**src/rtl/i2c_addr_match.sv**
```systemverilog
module i2c_addr_match #(
  parameter int SYNC = 2
) (
  input  logic       clk,
  input  logic       rst_n,
  input  logic       scl_i,
  input  logic       sda_i,
  input  logic       ext10_en,
  input  logic       gcall_en,
  input  logic [2:0] addr_hi,
  input  logic [7:0] addr_lo,
  output logic       sda_pull,
  output logic       match,
  output logic       rd_req,
  output logic       gcall
);

  typedef enum logic [2:0] {S_IDLE, S_B1, S_A1, S_B2, S_A2} st_t;

  logic [SYNC-1:0] scl_s, sda_s;
  logic scl, sda, scl_q, sda_q;
  logic start_ev, stop_ev, rise, fall, full;
  logic [3:0] cnt;
  logic [7:0] shreg;
  st_t st;

  assign scl = scl_s[SYNC-1];
  assign sda = sda_s[SYNC-1];
  assign start_ev = scl & scl_q & sda_q & ~sda;
  assign stop_ev  = scl & scl_q & ~sda_q & sda;
  assign rise = scl & ~scl_q;
  assign fall = ~scl & scl_q;
  assign full = (cnt == 4'd8);

  logic is_gc, is_7b, is_10p, is_10l;
  assign is_gc  = gcall_en && (shreg == 8'h00);
  assign is_7b  = !ext10_en && (shreg[7:1] != 7'd0) && (shreg[7:1] == addr_lo[6:0]);
  assign is_10p = ext10_en && (shreg[7:3] == 5'b11110) && (shreg[2:1] == addr_hi[1:0]) && !shreg[0];
  assign is_10l = (shreg == addr_lo);

  always_ff @(posedge clk or negedge rst_n) begin
    if (!rst_n) begin
      scl_s <= '1;
      sda_s <= '1;
      scl_q <= 1'b1;
      sda_q <= 1'b1;
    end else begin
      scl_s <= {scl_s[SYNC-2:0], scl_i};
      sda_s <= {sda_s[SYNC-2:0], sda_i};
      scl_q <= scl;
      sda_q <= sda;
    end
  end

  always_ff @(posedge clk or negedge rst_n) begin
    if (!rst_n) begin
      st       <= S_IDLE;
      cnt      <= '0;
      shreg    <= '0;
      sda_pull <= 1'b0;
      match    <= 1'b0;
      rd_req   <= 1'b0;
      gcall    <= 1'b0;
    end else begin
      match <= 1'b0;
      if (start_ev || stop_ev) begin
        st       <= start_ev ? S_B1 : S_IDLE;
        cnt      <= '0;
        sda_pull <= 1'b0;
        rd_req   <= 1'b0;
        gcall    <= 1'b0;
      end else begin
        unique case (st)
          S_B1, S_B2: begin
            if (rise && !full) begin
              shreg <= {shreg[6:0], sda};
              cnt   <= cnt + 4'd1;
            end else if (fall && full) begin
              cnt <= '0;
              if (st == S_B1) begin
                if (is_gc) begin
                  sda_pull <= 1'b1;
                  match    <= 1'b1;
                  gcall    <= 1'b1;
                  st       <= S_A2;
                end else if (is_7b) begin
                  sda_pull <= 1'b1;
                  match    <= 1'b1;
                  rd_req   <= shreg[0];
                  st       <= S_A2;
                end else if (is_10p) begin
                  sda_pull <= 1'b1;
                  st       <= S_A1;
                end else begin
                  st <= S_IDLE;
                end
              end else if (is_10l) begin
                sda_pull <= 1'b1;
                match    <= 1'b1;
                st       <= S_A2;
              end else begin
                st <= S_IDLE;
              end
            end
          end
          S_A1: if (fall) begin
            sda_pull <= 1'b0;
            st       <= S_B2;
          end
          S_A2: if (fall) begin
            sda_pull <= 1'b0;
            st       <= S_IDLE;
          end
          default: ;
        endcase
      end
    end
  end

endmodule

```
**config.mk**
```make
export PLATFORM = sky130hd
export DESIGN_NAME = i2c_addr_match
export DESIGN_NICKNAME = d
export VERILOG_FILES = /design/src/rtl/i2c_addr_match.sv
export SDC_FILE = /design/constraint.sdc
export NUM_CORES = 1
export LEC_CHECK = 0
export BUFFER_PORTS_ARGS = -buffer_cell sky130_fd_sc_hd__buf_2
export CAP_MARGIN = 20
export CORE_ASPECT_RATIO = 0.75
export CORE_MARGIN = 2
export CORE_UTILIZATION = 59
export CTS_CLUSTER_SIZE = 14
export DETAILED_ROUTE_END_ITERATION = 16
export HOLD_SLACK_MARGIN = 0.03
export PLACE_DENSITY = 0.81
export SLEW_MARGIN = 20
export SYNTH_ARGS = -nofsm -noshare
export SYNTH_HDL_FRONTEND = slang
export SYNTH_SLANG_ARGS = --single-unit
```
**constraint.sdc**
```tcl
create_clock -name clk -period 4.1 [get_ports clk]
set_clock_uncertainty 0.2 [all_clocks]
set_input_delay 0.82 -clock clk [delete_from_list [all_inputs] [get_ports clk]]
set_output_delay 0.82 -clock clk [all_outputs]
set_load 0.01 [all_outputs]
```
* Yosys cells after proc, flatten, opt, wreduce, memory -nomap -nowiden
Index checks and enable logic that the tools add are counted.
** Word-level totals
- Flip-flop bits (word level) :: 25
- Bits of input ports :: 17
- Output and inout bits :: 4
** Operators by class
- $add $sub $neg :: 1
- Eq/ne operators :: 18
- Multiplexer cells :: 47
- Bitwise logic cells :: 12
- Reduce and logical (&&, ||, !) cells :: 30
** Operators with widths (count)
- 1-bit 2-to-1 mux :: 31
- 3-bit 2-to-1 mux :: 9
- 4-bit 2-to-1 mux :: 4
- 3-bit inequality test, second input constant :: 4
- 6-bit AND reduction :: 2
- 5-bit AND reduction :: 2
- 2-bit nonzero test :: 5
- 3-bit case mux with 3 select lines :: 1
- 8-bit equality test :: 1
- 1-bit logical AND :: 8
- 8-bit zero test :: 1
- 1-bit AND :: 7
- 7-bit equality test :: 1
- 7-bit nonzero test :: 1
- 3-bit by 2-bit equality test with 1-bit output, second input constant :: 2
- 6-bit inequality test, second input constant :: 1
- 3-bit nonzero test :: 2
- 5-bit equality test, second input constant :: 1
- 1-bit inverter :: 5
- 4-bit by 1-bit adder with 4-bit output, second input constant :: 1
- 4-bit equality test, second input constant :: 1
- 4-bit inequality test, second input constant :: 1
- 4-bit nonzero test :: 1
- 2-bit OR reduction :: 2
- 12 further kinds :: 14

* Logic depth before layout (Yosys ltp)
Gate-level depths: netlist of run 1.
- Depth after elaboration :: 12
- Gate-level depth with buffers :: 8

* Worst setup path after synthesis of run 1
OpenSTA, ideal clock, no wires.
- Path kind :: input to register
- Start point :: input addr_lo[4]
- End point :: register sda_pull
- Data arrival time :: 2004 ps
- Required time :: 3773 ps
- Path slack :: 1769 ps
- Stages :: 6
- Buffers on the path :: 0
- Cell sequence :: xor2_1 > or4_4 > o31ai_4 > o21ai_0 > nand3_1 > nand3_1
** On the way
- Word-level cells in the longest chain between the ends :: 9
** RTL lines
- start, declared :: line 11 : input logic [7:0] addr_lo,
- 7-bit equality test :: line 37 : assign is_7b = !ext10_en && (shreg[7:1] != 7'd0) && (shreg[7:1] == addr_lo[6:0]);
- 1-bit logical AND :: line 37
- 1-bit 2-to-1 mux :: line 86 : end else if (is_7b) begin
- 1-bit 2-to-1 mux :: line 81 : if (is_gc) begin
- 1-bit 2-to-1 mux :: line 80 : if (st == S_B1) begin
- 1-bit 2-to-1 mux :: line 78 : end else if (fall && full) begin
- 1-bit 2-to-1 mux :: line 75 : if (rise && !full) begin
- 1-bit case mux with 2 select lines :: line 73 : unique case (st)
- 1-bit 2-to-1 mux :: line 66 : if (start_ev || stop_ev) begin
- end signal, assigned :: line 69 : sda_pull <= 1'b0;
- end signal, assigned :: line 82 : sda_pull <= 1'b1;
- end signal, assigned :: line 87 : sda_pull <= 1'b1;
- end, declared :: line 12 : output logic sda_pull,
Parallel ways exist; a longest one is shown, timed or not. The select of a mux whose other input is x is not followed.
A chain may end at the register's enable or synchronous reset.

* Final worst setup path of run 1
Ends and elaborated chain as after synthesis.

==> flow_metrics.env, run 1 <==
export IMPL_grt_max_degree=26
export IMPL_synth_fp_nets=144
export IMPL_synth_cells=125
export IMPL_status="finished, violations left"
export IMPL_yosys_top_cells_count="dfrtp_1, xnor2_1, o21ai_0"
export IMPL_crit_top_cell="nand3_1"
export IMPL_finalMaxSlewViolations=0
export IMPL_postSynth_asyncResetShare_pct=100.0
export IMPL_placed_area_mm2=0.001455
export IMPL_wl_per_cell_um=15.43
export IMPL_cp_num_buf_inv=1
export IMPL_antenna_cells=0
export IMPL_ctsHoldBuffers=0
export IMPL_drt_initial_drc_count=36
export IMPL_failed_checks="design-rule violations"
export IMPL_period_needed_ns=2.220
export IMPL_first_pass_iters=10
export IMPL_end_kind="flip-flop"
export IMPL_timing_final_crit_share_pct=54.14
export IMPL_initial_core_util_pct=64.71
export IMPL_ys_seq_elements=25
export IMPL_root_buffer="clkbuf_4"
export IMPL_synth_most_common_cell="dfrtp_1"
export IMPL_rsz0062_at_grt="false"
export IMPL_grt_pass1_wl_mm=4.291
export IMPL_synth_area_top_cells="dfrtp_1, dfstp_2, xnor2_1, mux2_2, o21ai_0"
export IMPL_cts_resized=0
export IMPL_slew_headroom_pct=63.02
export IMPL_dieArea_mm2=0.002668
export IMPL_drc=1
export IMPL_cts_setup_buffers=0
export IMPL_tns_ns=0
export IMPL_critPathArrivalTime_ns=2.24
export IMPL_synth_cell_types=35
export IMPL_synthMuxAreaShare_pct=7.484
export IMPL_hold_viol_final=0
export IMPL_seq_area_um2=633.1
export IMPL_cts_tree="yes"
export IMPL_die_h_um=45.24
export IMPL_stdcell_area_mm2=0.001486
export IMPL_power_uw=702.9
export IMPL_syn_cell_area_mm2=0.001338
export IMPL_crit_fanout=4
export IMPL_multi_input_area_um2=685.7
export IMPL_n_fill_cell=161
export IMPL_critPathSlowestCell="or4_4"
export IMPL_hold_path_class="reg -> reg"
export IMPL_antenna_found_initial=0
export IMPL_synth_edf_count=0
export IMPL_gp_congestion=0.8690
export IMPL_tightestPinTransition_ns=0.5527
export IMPL_synth_largest_area_cell="dfrtp_1"
export IMPL_ant_nets=0
export IMPL_slowest_delay_ns=0.55
export IMPL_vias_per_cell=6.041
export IMPL_hpwl_mm=2.035
export IMPL_die_x_um=58.98
export IMPL_synthAdderAreaFrac_pct=1.871
export IMPL_numCtsBuffers=3
export IMPL_worstPathRequired_ns=4.12
export IMPL_synth_ff_type="dfrtp_1"
export IMPL_io_buffers=19
export IMPL_drive_gt1_share_pct=28.08
export IMPL_clk_latency_ns=0.33
export IMPL_cts_buffer_depth=2
export IMPL_vdd_drop_max_mv=0.3337
export IMPL_utilization_pct=71.91
export IMPL_synthSimpleGateAreaFrac_pct=17.87
export IMPL_clock_sinks=25
export IMPL_grt_pass1_vias=934
export IMPL_num_rows=14
export IMPL_track_usage_pct=22.49
export IMPL_wl_mm=2.623
export IMPL_clkTransAtPathRegs_ns=0.14
export IMPL_max_cap_violations=0
export IMPL_yosys_warnings=0
export IMPL_max_freq_ghz=0.4505
export IMPL_io_pins=21
export IMPL_holdWs_ns=0.1668
export IMPL_synth_top_family_by_area="simple AND/OR/NAND/NOR gates"
export IMPL_p_per_area_mw_per_mm2=472.9
export IMPL_coreArea_mm2=0.002067
export IMPL_crit_chain="buf_2 -> xor2_1 -> or4_4 -> o31ai_4 -> o21ai_0 -> nand3_1 -> nand3_1"
export IMPL_synth_seq_area_share_pct=47.33
export IMPL_htreeDepth=1
export IMPL_setup_violations=0
export IMPL_crit_type="in -> reg"
export IMPL_yosysTopAreaCellShare_pct=35.55
export IMPL_syn_avg_cell_area_um2=10.70
export IMPL_grt_overflow=0
export IMPL_r2r_setup_slack_ns=1.97
export IMPL_path_delay_family="simple AND/OR/NAND/NOR gates"
export IMPL_fin_nets=166
export IMPL_startpoint_type="primary input"
export IMPL_synth_xor_area_share_pct=12.44
export IMPL_synth_compound_area_share_pct=11.60
export IMPL_area_delta_synth_final_pct=11.13
export IMPL_num_vias=1027
export IMPL_total_leakage_power_uw=0.0006612
## where the power goes
group          internal (uW)  switching, uW
sequential               288           65.5
clock                   39.8           77.2
combinational            113            120
total                    441            262
## per-stage QoR
stage / instances / setup WS, ns
floorplan: 125 / 1.769
global placement: 166 / 1.593
detailed placement: 166 / 1.521
CTS: 170 / 1.886
global route: 170 / 1.792
finish: 170 / 1.880
## final timing paths
kind / cells past startpoint / to / startpoint
setup / recovery: 7 / sda_pull$_DFFE_PN0P_ / addr_lo[4]
max in group asynchronous: 1 / sda_s[1]$_DFF_PN1_ / rst_n
hold reg to reg: 0 / scl_s[1]$_DFF_PN1_ / scl_s[0]$_DFF_PN1_
hold / removal: 0 / scl_s[1]$_DFF_PN1_ / scl_s[0]$_DFF_PN1_
setup reg to reg: 6 / sda_pull$_DFFE_PN0P_ / shreg[5]$_DFFE_PN0P_
min in group asynchronous: 1 / sda_pull$_DFFE_PN0P_ / rst_n
## sequential cells by signal, summed over array words and instances, names as in the netlist
| name | flops |
|---|---|
| scl_s | 2 |
| shreg | 8 |
| match | 1 |
| scl_q | 1 |
| rd_req | 1 |
| cnt | 4 |
| gcall | 1 |
| sda_s | 2 |
| st | 3 |
| sda_q | 1 |
| sda_pull | 1 |
## metal layers
layer | GRT usage [%] | vias up | wire, um
met5 | 0 | - | 0
met4 | 10.45 | 0 | 55
met3 | 5.444 | 8 | 79
met2 | 34.00 | 20 | 1201
met1 | 30.91 | 503 | 1286
li1 | - | 496 | -
## worst register-to-register path, cell delays in order (launching register included)
cell and delay (ns):
dfrtp_1 0.50, xor2_1 0.18, or4_4 0.55, o31ai_4 0.27, o21ai_0 0.13, nand3_1 0.11
nand3_1 0.08
## cells by family (layout without fill, tap and decap cells)
family	after synthesis	in the layout
buffers and inverters	5	26
DFF	25	25
xor gates and xnor gates	19	19
AOI/OAI and AO/OA	22	22
adders and majority gates	2	2
muxes	9	9
and+or+nand+nor	43	43
## cells in the final DEF, fill, tap and decap left out, types with 3 or more instances in the layout
cell and n:
nand4_1 3, clkbuf_4 3, nand3b_1 3, dfrtp_1 19
xor2_1 5, o21ai_0 11, nor2_1 8, mux2_2 8
buf_2 19, nand3_1 5, dfstp_2 6, xnor2_1 14
nor3_1 4, nand2_1 7, inv_1 3
## cell type report
class                   instances  share of cell area, %
clock buffers                   3                  1.515
clock inverters                 1                 0.5892
inverters                       3                 0.7576
multi-input cells              95                  46.13
flip-flops and latches         25                  42.59
well taps                      24                  2.020
repair buffers                 19                  6.397
(Power assumes the default switching activity.)
==> inputs of run 2 (changes only) <==
CORE_UTILIZATION = 50   (was 59)
PLACE_DENSITY = 0.73   (was 0.81)
clock period = 1.8 ns   (was 4.1 ns; I/O delays follow)
==> run 2 against run 1 <==
The run ends with negative setup slack left. Register-to-register slack got worse by 2.1 ns. Utilization grew 0.96 points. Sequential power increased by 130%. Flip-flop and latch count unchanged. Final area rose by 27%. Sequential share of layout area down 8.9 points. Cell count rose by 26%. Worst hold slack better by 0.0018 ns. Worst setup slack worse by 2.1 ns. First-iteration DRC count up 58%.
==> flow_metrics.env, run 2 (synthesis results as in run 1) <==
export IMPL_num_vias=1166
export IMPL_switching_power_uw=707.1
export IMPL_grt_max_degree=26
export IMPL_clkTransAtPathRegs_ns=0.15
export IMPL_layout_commonest_cell="buf_4"
export IMPL_power_uw=1850
export IMPL_pwr_share_clk_pct=14.8
export IMPL_r2r_setup_slack_ns=-0.18
export IMPL_p_per_area_mw_per_mm2=983.3
export IMPL_fin_nets=199
export IMPL_crit_chain="xor2_1 -> or4_4 -> o31ai_4 -> and3_4 -> o21bai_2"
export IMPL_min_delay_path_depth=0
export IMPL_max_cap_violations=0
export IMPL_first_pass_iters=4
export IMPL_clock_sinks=25
export IMPL_place_inst=200
export IMPL_track_usage_pct=22.78
export IMPL_rsz0062_at_grt="true"
export IMPL_stdcell_area_mm2=0.001882
export IMPL_worst_r2r_path_depth=5
export IMPL_num_rows=16
export IMPL_hold_end="sda_s[1]$_DFF_PN1_"
export IMPL_r2r_end="st[2]$_DFFE_PN0P_"
export IMPL_hpwl_mm=2.339
export IMPL_startpoint_type="flip-flop"
export IMPL_grt_overflow=0
export IMPL_die_x_um=63.72
export IMPL_largest_reg_flops=8
export IMPL_die_h_um=48.79
export IMPL_vias_per_cell=5.423
export IMPL_cp_num_buf_inv=0
export IMPL_grt_pass1_wl_mm=5.382
export IMPL_hold_viol_final=0
export IMPL_max_freq_ghz=0.5060
export IMPL_setup_slack_ns=-0.1764
export IMPL_drt_initial_drc_count=57
export IMPL_io_pins=21
export IMPL_numCtsBuffers=3
export IMPL_dieArea_mm2=0.003109
export IMPL_antenna_found_initial=0
export IMPL_crit_type="reg -> reg"
export IMPL_tightestPinTransition_ns=0.5619
export IMPL_wl_per_cell_um=15.48
export IMPL_htreeDepth=1
export IMPL_finalMaxSlewViolations=0
export IMPL_root_buffer="clkbuf_4"
export IMPL_instances_no_fill=215
export IMPL_wl_mm=3.329
export IMPL_gp_congestion=0.8576
export IMPL_period_needed_ns=1.976
export IMPL_grt_pass1_vias=1154
export IMPL_end_kind="flip-flop"
export IMPL_antenna_cells=0
export IMPL_slowest_delay_ns=0.54
export IMPL_p_seq_share_pct=43.1
export IMPL_p_int_uw=1143
export IMPL_critPathArrivalTime_ns=2.06
export IMPL_drive_gt1_share_pct=49.16
export IMPL_setup_violations=14
export IMPL_coreArea_mm2=0.002582
export IMPL_largest_register="shreg"
export IMPL_comb_power_share_pct=42.0
export IMPL_switching_share_pct=38.21
export IMPL_hold_path_class="reg -> reg"
export IMPL_drc=0
export IMPL_hp_start="sda_s[0]$_DFF_PN1_"
export IMPL_path_delay_family="simple AND/OR/NAND/NOR gates"
export IMPL_area_delta_synth_final_pct=40.69
export IMPL_initial_core_util_pct=51.79
export IMPL_placed_area_mm2=0.001638
export IMPL_total_leakage_power_uw=0.0008845
export IMPL_cts_buffer_depth=2
export IMPL_layout_common_cells="buf_4, buf_2, dfrtp_1"
export IMPL_worstPathRequired_ns=1.88
export IMPL_crit_fanout=4
export IMPL_vdd_drop_max_mv=0.8383
export IMPL_largestRegisters="shreg: 8 flops, cnt: 4 flops, st: 3 flops"
export IMPL_crit_reg2reg_launch="shreg[5]$_DFFE_PN0P_"
export IMPL_ant_nets=0
export IMPL_critPathSlowestCell="or4_4"
export IMPL_cts_tree="yes"
export IMPL_io_buffers=19
export IMPL_slew_headroom_pct=62.54
export IMPL_clk_latency_ns=0.34
export IMPL_status="finished, violations left"
export IMPL_timing_final_crit_share_pct=109.8
export IMPL_failed_checks="negative setup slack"
[run 2: changes by cell type in the layout (fill, tap and decap cells not counted), moves of 3 or more]
cell,previous run,this run
dlygate4sd3_1,0,3
o21ai_1,0,5
buf_4,0,27
mux2_2,8,0
mux2_4,0,8
o21ai_0,11,4
[run 2: how the worst max path moves through the flow]
stage / end / slack, ns / cells past startpoint / start
2_1_floorplan: st[2]$_DFFE_PN0P_ / -0.06 / 5 / shreg[5]$_DFFE_PN0P_
3_3_place_gp: st[2]$_DFFE_PN0P_ / -0.17 / 6 / addr_lo[4]
3_5_place_dp: sda_pull$_DFFE_PN0P_ / -0.22 / 7 / addr_lo[4]
4_1_cts: sda_pull$_DFFE_PN0P_ / -0.17 / 6 / shreg[5]$_DFFE_PN0P_
5_1_grt: sda_pull$_DFFE_PN0P_ / -0.27 / 6 / shreg[5]$_DFFE_PN0P_
6_report: st[2]$_DFFE_PN0P_ / -0.18 / 5 / shreg[5]$_DFFE_PN0P_
[run 2: power groups by stage]
stage,Clock [uW],Combinational (uW),Sequential (uW)
global placement,0,587,785
global route,311,854,812
detailed placement,0,624,796
finish,275,778,798
CTS,280,713,790
floorplan,0,451,748
[run 2: final cells by class]
class,count,area (um^2)
clock buffers,3,22.52
inverters,3,11.26
well taps,36,45.04
flip-flops and latches,25,634.4
multi-input cells,96,809.5
repair buffers,51,350.3
fillers,176,700.7
clock inverters,1,8.758
[run 2: what timing repair did]
item	CTS	global route
hold buffers	3	0
setup buffers	2	5
pin swaps	3	12
gates cloned	1	0
endpoints found under the hold margin	21	0
setup endpoints to repair	13	19
gates resized for setup	14	23
[run 2: through the flow]
| stage | util [%] | TNS [ns] | setup slack, ns | hold slack [ns] |
|---|---|---|---|---|
| 3_5_place_dp | 63.42 | -0.9327 | -0.2177 | 0.1507 |
| 3_3_place_gp | 63.42 | -0.5488 | -0.1700 | 0.1463 |
| 6_report | 72.87 | -1.064 | -0.1764 | 0.1686 |
| 4_1_cts | 68.60 | -0.5473 | -0.1748 | 0.1703 |
| 2_1_floorplan | - | -0.1595 | -0.06242 | -0.1356 |
| 5_1_grt | 72.87 | -2.612 | -0.2673 | 0.1730 |
[run 2: routing by layer]
| layer | GRT usage [%] | share of wire, % | routed length, um |
|---|---|---|---|
| met3 | 5.081 | 4.9 | 163 |
| met1 | 30.51 | 46 | 1519 |
| met4 | 6.159 | 1.7 | 55 |
| met2 | 37.54 | 48 | 1591 |
| met5 | 0 | 0 | 0 |
==> inputs of run 3 (changes only) <==
CORE_UTILIZATION = 55   (was 50)
PLACE_DENSITY = 0.76   (was 0.73)
clock period = 2.2 ns   (was 1.8 ns; I/O delays follow)
==> run 3 against run 2 <==
The run now ends clean. Wire length decreased by 22%. Via count down 11%. Cell count fell by 13%. Count of clock-buffer cells in the layout unchanged. Worst hold slack is essentially flat. Non-clock buffer count down 26. Worst setup slack gained 0.27 ns. Final area is 17% lower. Critical endpoint is now sda_pull$_DFFE_PN0P_.
==> flow_metrics.env, run 3 (synthesis results as in run 1) <==
export IMPL_status="finished clean"
export IMPL_num_rows=15
export IMPL_die_x_um=60.94
export IMPL_gp_congestion=0.8659
export IMPL_first_pass_iters=4
export IMPL_cts_buffer_depth=2
export IMPL_total_leakage_power_uw=0.0006914
export IMPL_root_buffer="clkbuf_4"
export IMPL_fin_nets=172
export IMPL_grt_max_degree=26
export IMPL_rsz0062_at_grt="false"
export IMPL_power_uw=1324
export IMPL_startpoint_type="flip-flop"
export IMPL_drt_initial_drc_count=40
export IMPL_setup_violations=0
export IMPL_max_freq_ghz=0.4739
export IMPL_max_cap_violations=0
export IMPL_finalMaxSlewViolations=0
export IMPL_p_per_area_mw_per_mm2=850.3
export IMPL_dieArea_mm2=0.002846
export IMPL_crit_fanout=6
export IMPL_drive_gt1_share_pct=29.61
export IMPL_antenna_cells=0
export IMPL_grt_overflow=0
export IMPL_track_usage_pct=20.47
export IMPL_vdd_drop_max_mv=0.5332
export IMPL_clk_latency_ns=0.32
export IMPL_wl_per_cell_um=13.95
export IMPL_coreArea_mm2=0.002308
export IMPL_io_buffers=19
export IMPL_clkTransAtPathRegs_ns=0.14
export IMPL_vias_per_cell=5.575
export IMPL_area_delta_synth_final_pct=16.46
export IMPL_initial_core_util_pct=57.94
export IMPL_clock_sinks=25
export IMPL_end_kind="flip-flop"
export IMPL_tightestPinTransition_ns=0.5456
export IMPL_tns_ns=0
export IMPL_io_pins=21
export IMPL_cts_setup_buffers=0
export IMPL_critPathArrivalTime_ns=2.13
export IMPL_largest_register="shreg"
export IMPL_n_fill_cell=183
export IMPL_grt_pass1_vias=922
export IMPL_timing_final_crit_share_pct=95.92
export IMPL_slew_headroom_pct=63.34
export IMPL_drc=0
export IMPL_hpwl_mm=2.053
export IMPL_ant_nets=0
export IMPL_instances_no_fill=186
export IMPL_hold_path_class="reg -> reg"
export IMPL_largest_reg_flops=8
export IMPL_die_h_um=46.71
export IMPL_wl_mm=2.595
export IMPL_crit_type="reg -> reg"
export IMPL_largestRegisters="shreg: 8 flops, cnt: 4 flops, st: 3 flops"
export IMPL_period_needed_ns=2.110
export IMPL_num_vias=1037
export IMPL_antenna_found_initial=0
export IMPL_htreeDepth=1
export IMPL_worstPathRequired_ns=2.22
export IMPL_hold_viol_final=0
export IMPL_r2r_setup_slack_ns=0.09
export IMPL_place_inst=179
export IMPL_cts_tree="yes"
export IMPL_numCtsBuffers=3
export IMPL_grt_pass1_wl_mm=4.160
export IMPL_layout_common_cells="dfrtp_1, buf_2, xnor2_1"
[run 3: changes by cell type in the layout (fill, tap and decap cells not counted), sizes merged]
| cell | delta |
|---|---|
| buf | -26 |
| nand2 | -1 |
[run 3: power by group]
group / switching [uW] / internal [uW]
sequential: 117 / 537
clock: 140 / 74.0
combinational: 233 / 224
total: 490 / 835
[run 3: through the flow]
stage	hold WS (ns)	instance area (um^2)	setup WS, ns	utilization [%]
CTS	0.1704	1551	0.1180	67.21
global route	0.1735	1558	0.007895	67.48
finish	0.1686	1558	0.08975	67.48
global placement	0.1464	1490	0.07140	64.55
floorplan	-0.05559	1338	0.2487	-
detailed placement	0.1473	1490	0.04012	64.55
[run 3: cell type report]
type | instances | area, um^2 | area share (%)
Clock buffer | 3 | 22.52 | 1.446
Inverter | 3 | 11.26 | 0.7229
Timing Repair Buffer | 25 | 147.6 | 9.478
Clock inverter | 1 | 8.758 | 0.5623
Sequential cell | 25 | 633.1 | 40.64
Tap cell | 34 | 42.54 | 2.731
Multi-Input combinational cell | 95 | 691.9 | 44.42
[run 3: per-layer routing]
layer | track usage (%) | routed length [um] | up-vias | share of wire, %
met5 | 0 | 0 | - | 0
met4 | 3.913 | 14 | 0 | 0.54
met3 | 5.056 | 102 | 2 | 3.9
met2 | 32.69 | 1196 | 23 | 46
met1 | 28.90 | 1282 | 509 | 49
li1 | - | - | 503 | -
[run 3: worst max-delay path, stage by stage, from the launching register on]
cell     delay (ns)
dfrtp_1        0.50
xor2_1         0.18
or4_4          0.55
o31ai_4        0.29
o21ai_0        0.13
nand3_1        0.10
nand3_1        0.07
[run 3: path summary, 6_finish.rpt]
check	from	to	cells past startpoint
max	shreg[5]$_DFFE_PN0P_	sda_pull$_DFFE_PN0P_	6
min	sda_s[0]$_DFF_PN1_	sda_s[1]$_DFF_PN1_	0
max reg2reg	shreg[5]$_DFFE_PN0P_	sda_pull$_DFFE_PN0P_	6
min reg2reg	sda_s[0]$_DFF_PN1_	sda_s[1]$_DFF_PN1_	0
max in group asynchronous	rst_n	scl_s[0]$_DFF_PN1_	2
min in group asynchronous	rst_n	sda_pull$_DFFE_PN0P_	2
[run 3: repair_timing]
| action | in CTS | in global routing |
|---|---|---|
| resized for setup | 0 | 1 |
| hold endpoints to repair | 21 | 0 |
| hold buffers | 3 | 0 |
| setup endpoints to repair | 0 | 1 |
